File: src/rtl/lsb_pkg.sv
package lsb_pkg;

    typedef enum logic [1:0] {
        ACC_CFG  = 2'b00,
        ACC_MEM  = 2'b01,
        ACC_IO   = 2'b10,
        ACC_RSVD = 2'b11
    } acc_kind_e;

endpackage

File: src/rtl/lsb_policy.sv
module lsb_policy
    import lsb_pkg::*;
(
    input  logic [1:0] acc,
    input  logic       outbound,
    input  logic       enable,
    output logic       do_swap
);
    always_comb begin
        unique case (acc_kind_e'(acc))
            ACC_CFG: do_swap = outbound;
            default: do_swap = enable;
        endcase
    end
endmodule

File: src/rtl/lsb_lane_rev.sv
module lsb_lane_rev #(
    parameter int LANES  = 4,
    parameter int LANE_W = 8
) (
    input  logic [LANES*LANE_W-1:0] din,
    output logic [LANES*LANE_W-1:0] dout
);
    for (genvar g = 0; g < LANES; g++) begin : g_lane
        assign dout[g*LANE_W +: LANE_W] = din[(LANES-1-g)*LANE_W +: LANE_W];
    end
endmodule

File: src/rtl/lane_swap_bridge.sv
module lane_swap_bridge
    import lsb_pkg::*;
#(
    parameter int LANES  = 4,
    parameter int LANE_W = 8
) (
    input  logic                    clk,
    input  logic                    rst_n,
    input  logic                    in_valid,
    input  logic [LANES*LANE_W-1:0] in_data,
    input  logic [LANES-1:0]        in_be,
    input  logic [1:0]              in_acc,
    input  logic                    in_outbound,
    input  logic                    swap_en,
    output logic                    out_valid,
    output logic [LANES*LANE_W-1:0] out_data,
    output logic [LANES-1:0]        out_be
);
    localparam int DW = LANES * LANE_W;

    typedef struct packed {
        logic          vld;
        logic [DW-1:0] data;
        logic [LANES-1:0] be;
    } stage_t;

    stage_t st_d, st_q;

    logic             swap_now;
    logic [DW-1:0]    data_rev;
    logic [LANES-1:0] be_rev;

    lsb_policy u_policy (
        .acc      (in_acc),
        .outbound (in_outbound),
        .enable   (swap_en),
        .do_swap  (swap_now)
    );

    lsb_lane_rev #(.LANES(LANES), .LANE_W(LANE_W)) u_data_rev (
        .din  (in_data),
        .dout (data_rev)
    );

    lsb_lane_rev #(.LANES(LANES), .LANE_W(1)) u_be_rev (
        .din  (in_be),
        .dout (be_rev)
    );

    always_comb begin
        st_d     = st_q;
        st_d.vld = in_valid;
        if (in_valid) begin
            st_d.data = swap_now ? data_rev : in_data;
            st_d.be   = swap_now ? be_rev   : in_be;
        end
    end

    always_ff @(posedge clk) begin
        if (!rst_n) begin
            st_q <= '0;
        end else begin
            st_q <= st_d;
        end
    end

    assign out_valid = st_q.vld;
    assign out_data  = st_q.data;
    assign out_be    = st_q.be;

endmodule

File: config.mk
export PLATFORM = sky130hd
export DESIGN_NAME = lane_swap_bridge
export DESIGN_NICKNAME = d
export VERILOG_FILES = /design/src/rtl/lsb_pkg.sv /design/src/rtl/lsb_policy.sv /design/src/rtl/lsb_lane_rev.sv /design/src/rtl/lane_swap_bridge.sv
export SDC_FILE = /design/constraint.sdc
export NUM_CORES = 1
export LEC_CHECK = 0
export BUFFER_PORTS_ARGS = -buffer_cell sky130_fd_sc_hd__buf_2
export CORE_MARGIN = 2
export CORE_UTILIZATION = 43
export CTS_CLUSTER_SIZE = 10
export DETAILED_ROUTE_END_ITERATION = 10
export PLACE_DENSITY = 0.83
export SYNTH_ARGS = -nofsm -noshare
export SYNTH_HDL_FRONTEND = slang
export SYNTH_SLANG_ARGS = --single-unit
File: constraint.sdc
create_clock -name clk -period 1.1 [get_ports clk]
set_input_delay 0.22 -clock clk [delete_from_list [all_inputs] [get_ports clk]]
set_output_delay 0.22 -clock clk [all_outputs]
set_load 0.1 [all_outputs]
-- Word-level counts from Yosys, hierarchy flattened
Index checks and enable logic that the tools add are counted.
W data, S select, Z words.
- bits of input ports: 43
- register bits: 37
- output and inout bits: 37
- mux-type cells: 3
- reductions and logical operators: 1
- operators by type and width (operator ; count):
    $mux W32 ; 1
    $mux W4 ; 1
    $logic_not A2 Y1 ; 1
    $mux W1 ; 1

-- Depth between registers and ports, before layout
Gate-level depths: netlist (run 1).
- depth after elaboration: 3
- gate-level depth with buffers: 5
- mapped depth without buffers: 3

-- Hierarchy
Synthesis (run 1) repeated with hierarchy kept, for this count alone.
- cells, all modules: 200
- area total of the unflattened synthesis: 1880.6 um^2
- modules (own cells, without submodules) (module ; area each (um^2) ; times used ; cells an instance):
    lane_swap_bridge ; 1595.3 ; 1 ; 162
    lsb_lane_rev (u_data_rev) ; 240.2 ; 1 ; 32
    lsb_lane_rev (u_be_rev) ; 30.0 ; 1 ; 4
    lsb_policy ; 15.0 ; 1 ; 2

-- Worst setup path after synthesis (run 1)
OpenSTA, ideal clock, no wires.
- path kind: register -> register
- from: register out_data[27] (netlist name)
- to: register st_q (netlist bit out_data[27])
- slack: -241 ps
- arrival: 1266 ps
- data required time: 1025 ps
- stages on the path, launching flop included: 3
- setup time: 75 ps
- cells stage by stage: dfxtp_1 -> o21ai_0 -> a31oi_1
- RTL lines (element ; line ; RTL):
    end signal: assignment ; lane_swap_bridge.sv:63 ; st_q <= st_d;
    end: declaration ; lane_swap_bridge.sv:27 ; stage_t st_d, st_q;

-- Final worst setup path (run 1)
- from: input in_acc[0]
- to: register st_q (netlist bit out_data[27])
- longest elaborated chain between the ends: 3
- RTL lines (element ; line ; RTL):
    start: declaration ; lane_swap_bridge.sv:12 ; input logic [1:0] in_acc,
    $logic_not A2 Y1 ; lsb_policy.sv:10 ; unique case (acc_kind_e'(acc))
    $mux W1 ; lsb_policy.sv:10 ;
    $mux W32 ; lane_swap_bridge.sv:54 ; st_d.data = swap_now ? data_rev : in_data;
No other way between the ends.
A chain may end at the register's enable or synchronous reset.

==> impl_metrics.ini, run 1 <==
[sta]
slew_viol_final = 0
setup_viol = 0
max_freq_mhz = 914.2
fin_crit_ns = 1.094
finalCritPeriodShare_pct = 99.44
relSlewSlack_pct = 82.22
whs_ns = 0.2021
skew_ns = 0
final.setup.worst_slack_ns = 0.006192
hold_violations = 0
tightest_slew_ns = 0.2638

[clock_tree]
worstSkewPairLatency_ns = 0.29
h-tree-depth = 2
clock-sinks = 37
root_buffer = clkbuf_8
cts_made_buffers = 5
cts_tree = done
hold_buffers = 0
clkTransAtPathRegs_ns = 0.08
clockBufferDepth = 2

[logic_synthesis]
syn_inst = 211
yosys.cell_types.count = 15
yosysMostFrequentCell = o21ai_0
ys_warn_count = 0
synth-seq-area-share_pct = 39.65
synthArstFlopShare_pct = 0
yosysTopAreaCell = dfxtp_1
synth_area_leaders = dfxtp_1, o21ai_0, nand3_2, a31oi_1, buf_6
synth_nets = 254
syn_area_per_cell_um2 = 8.853
synth_flop_cell = dfxtp_1
synth_edf_count = 0
synth-seq-cells = 37
ys_top_cells_by_count = o21ai_0, dfxtp_1, a31oi_1, nand3_2, clkbuf_1
synth.cell_area_um2 = 1868
synth.top_cell.area_share_pct = 39.65

[critical_path]
startpoint = in_acc[0]
rrSetupSlack_ns = 0.31
r2r-end = out_be[3]$_SDFFE_PN0P_
crit_fanout = 36
r2r_cells = 2
worst_setup_path_end_kind = flop
r2r_start = out_be[3]$_SDFFE_PN0P_
criticalPathCategory = in2reg
worstPathArrival_ns = 1.26
crit_required_ns = 1.27
cp-start-kind = input pin

[placement]
pre_cts_ws_ns = -0.2784
gp_congestion = 0.7696
post-dp-hpwl_um = 3622
dp_cells = 327
io_buffer_count = 79

[floorplan]
io_pins = 80
fp.dieH_um = 69.91
start_util_pct = 45.71
die_w_um = 69.91
die_area_um2 = 4887
core_um2 = 4086
core.rowCount = 23

[flow_run]
max_cap_viol_count = 0

[detailed_routing]
drt_iter0_drc = 139
num_vias = 1959
wirelength_um = 5322
wire_per_inst_um = 15.93
drc = 0
viasPerCell = 5.865
firstDrtPassIters = 4
ant_nets = 0

[layout]
syn2layout_area_growth_pct = 62.36
nets = 327
diodes = 0
drive_above_1_share_pct = 58.80
fin_util_pct = 74.22
stdcell_count = 334

[grt]
grt.overflow.total = 0
grt_pass1_wl_um = 8659
grtUsageTotal_pct = 21.80
antenna_found_initial = 0
grt_pass1_vias = 1881
grt_max_degree = 39

[worst_hold_path]
min_path_cells = 3
hold_path_end = out_be[2]$_SDFFE_PN0P_
min_from = in_be[2]
worstHoldPathType = in2reg

[power]
total_power_mw = 4.249
leakage_nw = 1.216
power_density_nw_per_um2 = 1401
peakVddDrop_uv = 753.3

[run_status]
outcome = completed
-- sequential cells by signal (all words and copies together), names as in the netlist --
name,cells
out_data,32
out_be,4
out_valid,1
-- report_power, final --
| part | leakage (nW) | internal [mW] | switching, mW |
|---|---|---|---|
| Sequential | 0.318 | 1.47 | 0.109 |
| Combinational | 0.853 | 0.623 | 1.09 |
| Clock | 0.0443 | 0.497 | 0.465 |
| Total | 1.22 | 2.59 | 1.66 |
-- area by class of cell --
class / count / area, um2
Clock buffer: 7 / 86.33
Fill cell: 294 / 1054
Multi-Input combinational cell: 149 / 973.4
Sequential cell: 37 / 787.0
Timing Repair Buffer: 91 / 1124
Tap cell: 50 / 62.56
-- cell usage in the layout, fill, tap and decap left out, drive strengths merged --
cell,netlist,layout
and2,1,1
nor3b,1,1
o21a,1,1
clkbuf,12,7
dfxtp,37,37
a31oi,36,36
buf,13,91
or3b,1,1
o21ai,73,73
nand3,36,36
-- how the worst max path moves through the flow --
stage                                     end  slack [ns]  cells past startpoint
floorplan              out_be[1]$_SDFFE_PN0P_       -0.04                      5
global placement    out_data[27]$_SDFFE_PN0P_       -0.23                      5
detailed placement  out_data[30]$_SDFFE_PN0P_       -0.28                      5
CTS                 out_data[30]$_SDFFE_PN0P_        0.03                      5
global route        out_data[27]$_SDFFE_PN0P_       -0.03                      5
finish              out_data[27]$_SDFFE_PN0P_       0.006                      5
-- cells by family (layout without fill, tap and decap cells) --
logic type,after synthesis,in the layout,share of synthesized area [%]
and+or+nand+nor,39,39,19.49
AOI/OAI and AO/OA,110,110,32.22
buffers and inverters,25,98,8.640
DFF,37,37,39.65
-- layer usage --
layer  vias up  track usage [%]  routed length (um)
met2        81            36.83                2831
met5         -                0                   0
met1       925            26.52                2079
met4         0            8.547                 113
li1        940                -                   -
met3        13            5.483                 298
-- repair_timing --
| item | in CTS | in global routing |
|---|---|---|
| resized for setup | 0 | 2 |
| setup endpoints to repair | 0 | 1 |
| buffers inserted | 0 | 0 |
-- worst max-delay path, stage by stage --
cell and delay [ns]:
buf_2 0.11, or3b_2 0.50, buf_12 0.21, nand3_1 0.12, a31oi_1 0.10
-- stage by stage --
step / TNS [ns] / area [um2]
final: 0 / 3033
after floorplan: -1.058 / 1926
after CTS: 0 / 3025
after detailed placement: -8.522 / 2939
after global placement: -7.188 / 2939
after global routing: -0.02870 / 3033
Note: power is estimated with default switching activity, not from simulation.
==> run 2: changes to the inputs <==
- PLACE_DENSITY: 0.83 -> unset
- PLACE_DENSITY_LB_ADDON: unset -> 0.3
- SLEW_MARGIN: unset -> 20
==> run 2 against run 1 <==
Utilization is 0.49 points lower. Sequential share of layout area is 0.17 points higher. Power is 0.30% lower. First-iteration DRC count is 65% higher. Clock power is 0.7% lower. Non-clock buffer count is 1 lower. Sequential cell count stayed put. Wire length is 1.5% lower. Largest cell class unchanged. Largest power group unchanged.
==> impl_metrics.ini, run 2 (same netlist as run 1, synthesis figures left out) <==
[run_status]
outcome = completed

[sta]
max_freq_mhz = 926.7
relSlewSlack_pct = 81.64
final.setup.worst_slack_ns = 0.02088
setup_viol = 0
fin_crit_ns = 1.079
slew_viol_final = 0
skew_ns = 0
tightest_slew_ns = 0.2754
hold_violations = 0
rsz0062_at_grt = yes
finalCritPeriodShare_pct = 98.10

[critical_path]
crit_fanout = 18
r2r-end = out_data[23]$_SDFFE_PN0P_
cp-start-kind = input pin
rrSetupSlack_ns = 0.36
r2r_start = out_data[23]$_SDFFE_PN0P_
r2r_cells = 2
worst_setup_path_end_kind = flop
criticalPathCategory = in2reg
startpoint = in_acc[0]
crit_required_ns = 1.26
worstPathArrival_ns = 1.24

[detailed_routing]
drt_iter0_drc = 229
viasPerCell = 5.856
firstDrtPassIters = 4
ant_nets = 0
wirelength_um = 5243
drc = 0
wire_per_inst_um = 15.74
num_vias = 1950

[worst_hold_path]
min_from = in_data[27]
min_path_cells = 3
hold_path_end = out_data[27]$_SDFFE_PN0P_
worstHoldPathType = in2reg

[grt]
grt_pass1_vias = 1920
grt.overflow.total = 0
grt_pass1_wl_um = 8687
antenna_found_initial = 0
grt_max_degree = 74
grtUsageTotal_pct = 21.55

[layout]
drive_above_1_share_pct = 58.66
stdcell_count = 333
final_common_cell = o21ai_0
nets = 326
syn2layout_area_growth_pct = 61.29
final_cell_mix = o21ai_0, buf_2, buf_12
fin_util_pct = 73.73
multi_input_area_um2 = 973.4
diodes = 0
regArea_um2 = 787.0
largest_reg_flops = 32
fill_cells = 301

[placement]
io_buffer_count = 79
gp_congestion = 0.7154
dp_cells = 326
pre_cts_ws_ns = -0.2823
post-dp-hpwl_um = 3524

[floorplan]
io_pins = 80
die_area_um2 = 4887
core.rowCount = 23
start_util_pct = 45.71
fp.dieH_um = 69.91
die_w_um = 69.91
core_um2 = 4086

[flow_run]
max_cap_viol_count = 0

[power]
peakVddDrop_uv = 1004
total_power_mw = 4.236
power_density_nw_per_um2 = 1406
leakage_nw = 1.205

[clock_tree]
cts_setup_buffers = 0
cts_tree = done
root_buffer = clkbuf_8
clockBufferDepth = 2
h-tree-depth = 2
cts_made_buffers = 5
clock-sinks = 37
clkTransAtPathRegs_ns = 0.07
worstSkewPairLatency_ns = 0.28
run 2: cell count changes in the layout (fill, tap and decap cells not counted), sizes merged:
cell  before  now
buf       91   90
run 2: worst max path at each step:
stage / to / slack [ns] / cells past startpoint
after floorplan: out_be[1]$_SDFFE_PN0P_ / -0.04 / 5
after global placement: out_data[30]$_SDFFE_PN0P_ / -0.24 / 5
after detailed placement: out_be[2]$_SDFFE_PN0P_ / -0.28 / 5
after CTS: out_be[2]$_SDFFE_PN0P_ / 0.03 / 5
after global routing: out_data[28]$_SDFFE_PN0P_ / -0.02 / 5
final: out_be[2]$_SDFFE_PN0P_ / 0.02 / 5
run 2: worst max-delay path: stages:
cell     delay (ns)
buf_2          0.10
or3b_2         0.48
buf_4          0.24
nand3_1        0.12
a31oi_1        0.08
run 2: metrics by stage:
| stage | hold WS [ns] | TNS, ns | cell area (um2) |
|---|---|---|---|
| 6_report | 0.1990 | 0 | 3013 |
| 3_3_place_gp | 0.4930 | -7.945 | 2919 |
| 5_1_grt | 0.2084 | -0.09717 | 3013 |
| 3_5_place_dp | 0.4991 | -9.088 | 2919 |
| 4_1_cts | 0.1919 | 0 | 3005 |
| 2_1_floorplan | 0.3719 | -1.058 | 1926 |
run 2: final cells by class:
type / instances / area share (%)
multi-input cells: 149 / 32.31
well taps: 50 / 2.076
repair buffers: 90 / 36.63
clock buffers: 7 / 2.865
flip-flops and latches: 37 / 26.12
run 2: power by group:
| part | internal [mW] | switching (mW) |
|---|---|---|
| Clock | 0.497 | 0.459 |
| Sequential | 1.47 | 0.107 |
| Combinational | 0.618 | 1.09 |
| Total | 2.58 | 1.65 |
run 2: metal layers:
metal  vias to the layer above  part of all wire [%]  GRT usage, %
met5                         -                     0             0
li1                        940                     -             -
met2                        67                    51         37.25
met4                         0                   1.0         6.410
met3                         7                   6.4         6.349
met1                       936                    41         25.78
run 2: repair_timing:
action,CTS,global route
resized for setup,0,3
hold buffers,0,0
hold endpoints to repair,0,0
endpoints found under the setup margin,0,8
==> run 3: changes to the inputs <==
- clock period: 1.1 -> 0.95 ns (I/O delays scaled with it)
==> run 3 against run 2 <==
The flow now finishes with violations (negative setup slack). Sequential share of layout area shrank 2.0 points. Utilization grew 6.2 points. Critical path depth is 4 lower. Register-to-register slack got worse by 0.19 ns. Non-clock buffer count rose by 10. Clock-buffer cell count fell by 1. Highest routed layer unchanged.
==> impl_metrics.ini, run 3 (same netlist as run 1, synthesis figures left out) <==
[run_status]
outcome = finished, violations left
violations = negative setup slack

[critical_path]
cp-start-kind = flop
worstPathArrival_ns = 0.83
criticalPathCategory = reg2out
r2r_start = out_data[25]$_SDFFE_PN0P_
r2r_cells = 3
endpoint = out_data[5]
rrSetupSlack_ns = 0.17
r2r-end = out_data[25]$_SDFFE_PN0P_
cp_cell_sequence = buf_12
cp_slowest_stage_delay_ns = 0.37
cp_top_family = flip-flops
crit_cells = 1
critPathBufInv = 1
worst_setup_path_end_kind = output pin
startpoint = out_data[5]$_SDFFE_PN0P_
crit_fanout = 2
slowest_stage = dfxtp_2
crit_required_ns = 0.76

[sta]
setup_viol = 40
hold_violations = 0
max_freq_mhz = 978.8
fin_crit_ns = 1.022
rsz0062_at_grt = yes
slew_viol_final = 0
skew_ns = 0
final.setup.worst_slack_ns = -0.07169
finalCritPeriodShare_pct = 107.5
tightest_slew_ns = 0.2222
relSlewSlack_pct = 85.03
whs_ns = 0.1735

[detailed_routing]
drt_iter0_drc = 203
wirelength_um = 5715
viasPerCell = 5.808
firstDrtPassIters = 4
ant_nets = 0
drc = 0
num_vias = 1998
wire_per_inst_um = 16.61

[placement]
placed_cell_area_um2 = 2972
gp_congestion = 0.7292
io_buffer_count = 79
dp_cells = 328
post-dp-hpwl_um = 3564

[clock_tree]
root_buffer = clkbuf_8
h-tree-depth = 2
cts_tree = done
worstSkewPairLatency_ns = 0.28
cts_made_buffers = 5
clkTransAtPathRegs_ns = 0.08
clockBufferDepth = 2
clock-sinks = 37

[layout]
fin_util_pct = 79.94
syn2layout_area_growth_pct = 74.88
nets = 336
largest_reg_flops = 32
drive_above_1_share_pct = 62.59
stdcell_count = 344
diodes = 0
final_common_cell = buf_12
stdcell_area_um2 = 3267
final_cell_mix = buf_12, o21ai_0, buf_2

[grt]
grt_pass1_vias = 1786
grt_pass1_wl_um = 8452
grt_max_degree = 54
grt.overflow.total = 0
grtUsageTotal_pct = 21.01
antenna_found_initial = 0

[floorplan]
core.rowCount = 23
io_pins = 80
fp.dieH_um = 69.91
core_um2 = 4086
die_w_um = 69.91
die_area_um2 = 4887
start_util_pct = 45.71

[power]
total_power_mw = 5.110
leakage_nw = 1.327
power_density_nw_per_um2 = 1564
peakVddDrop_uv = 1185

[worst_hold_path]
worstHoldPathType = in2reg
min_from = in_data[31]

[flow_run]
max_cap_viol_count = 0
-- run 3: cell count changes in the layout (fill, tap and decap cells not counted), sizes merged --
cell    previous run  this run
clkinv             0         2
buf               90        97
clkbuf             7         9
-- run 3: where the power goes --
part	internal (mW)	switching (mW)	total, mW
clock	0.589	0.583	1.17
combinational	0.816	1.30	2.12
sequential	1.70	0.123	1.82
-- run 3: repair_timing --
item	CTS	global route
pin swaps	1	12
cloned	0	5
hold buffers	0	0
endpoints found under the hold margin	0	0
gates resized for setup	3	42
setup buffers	0	3
endpoints found under the setup margin	73	66
-- run 3: worst min path at each step --
stage,endpoint,slack (ns),cells past startpoint
global placement,out_data[27]$_SDFFE_PN0P_,0.46,3
detailed placement,out_data[20]$_SDFFE_PN0P_,0.47,3
floorplan,out_data[18]$_SDFFE_PN0P_,0.34,2
global route,out_data[20]$_SDFFE_PN0P_,0.17,3
finish,out_data[31]$_SDFFE_PN0P_,0.17,3
CTS,out_data[31]$_SDFFE_PN0P_,0.17,3
-- run 3: stage by stage --
step           setup slack, ns  TNS, ns
6_report              -0.07169   -2.031
4_1_cts               -0.07135   -2.194
2_1_floorplan          -0.1554   -4.932
5_1_grt                -0.1030   -3.473
3_3_place_gp           -0.3450   -11.76
3_5_place_dp           -0.3830   -12.71
-- run 3: worst reg2reg max path, cell delays in order (launching register included) --
cell and delay, ns:
dfxtp_2 0.34, buf_4 0.13, o21ai_0 0.13, a31oi_1 0.06
-- run 3: final cells by class --
| cell class | instances | area [um2] |
|---|---|---|
| Clock inverter | 2 | 13.76 |
| Sequential cell | 37 | 789.5 |
| Tap cell | 50 | 62.56 |
| Fill cell | 261 | 819.5 |
| Clock buffer | 6 | 82.58 |
| Timing Repair Buffer | 100 | 1320 |
| Multi-Input combinational cell | 149 | 998.5 |
-- run 3: per-layer routing --
metal / global-route usage (%) / up-vias / part of all wire, %
li1: - / 962 / -
met1: 26.95 / 953 / 41
met2: 34.71 / 79 / 53
met3: 5.772 / 4 / 5.3
met4: 5.769 / 0 / 0.82
met5: 0 / - / 0
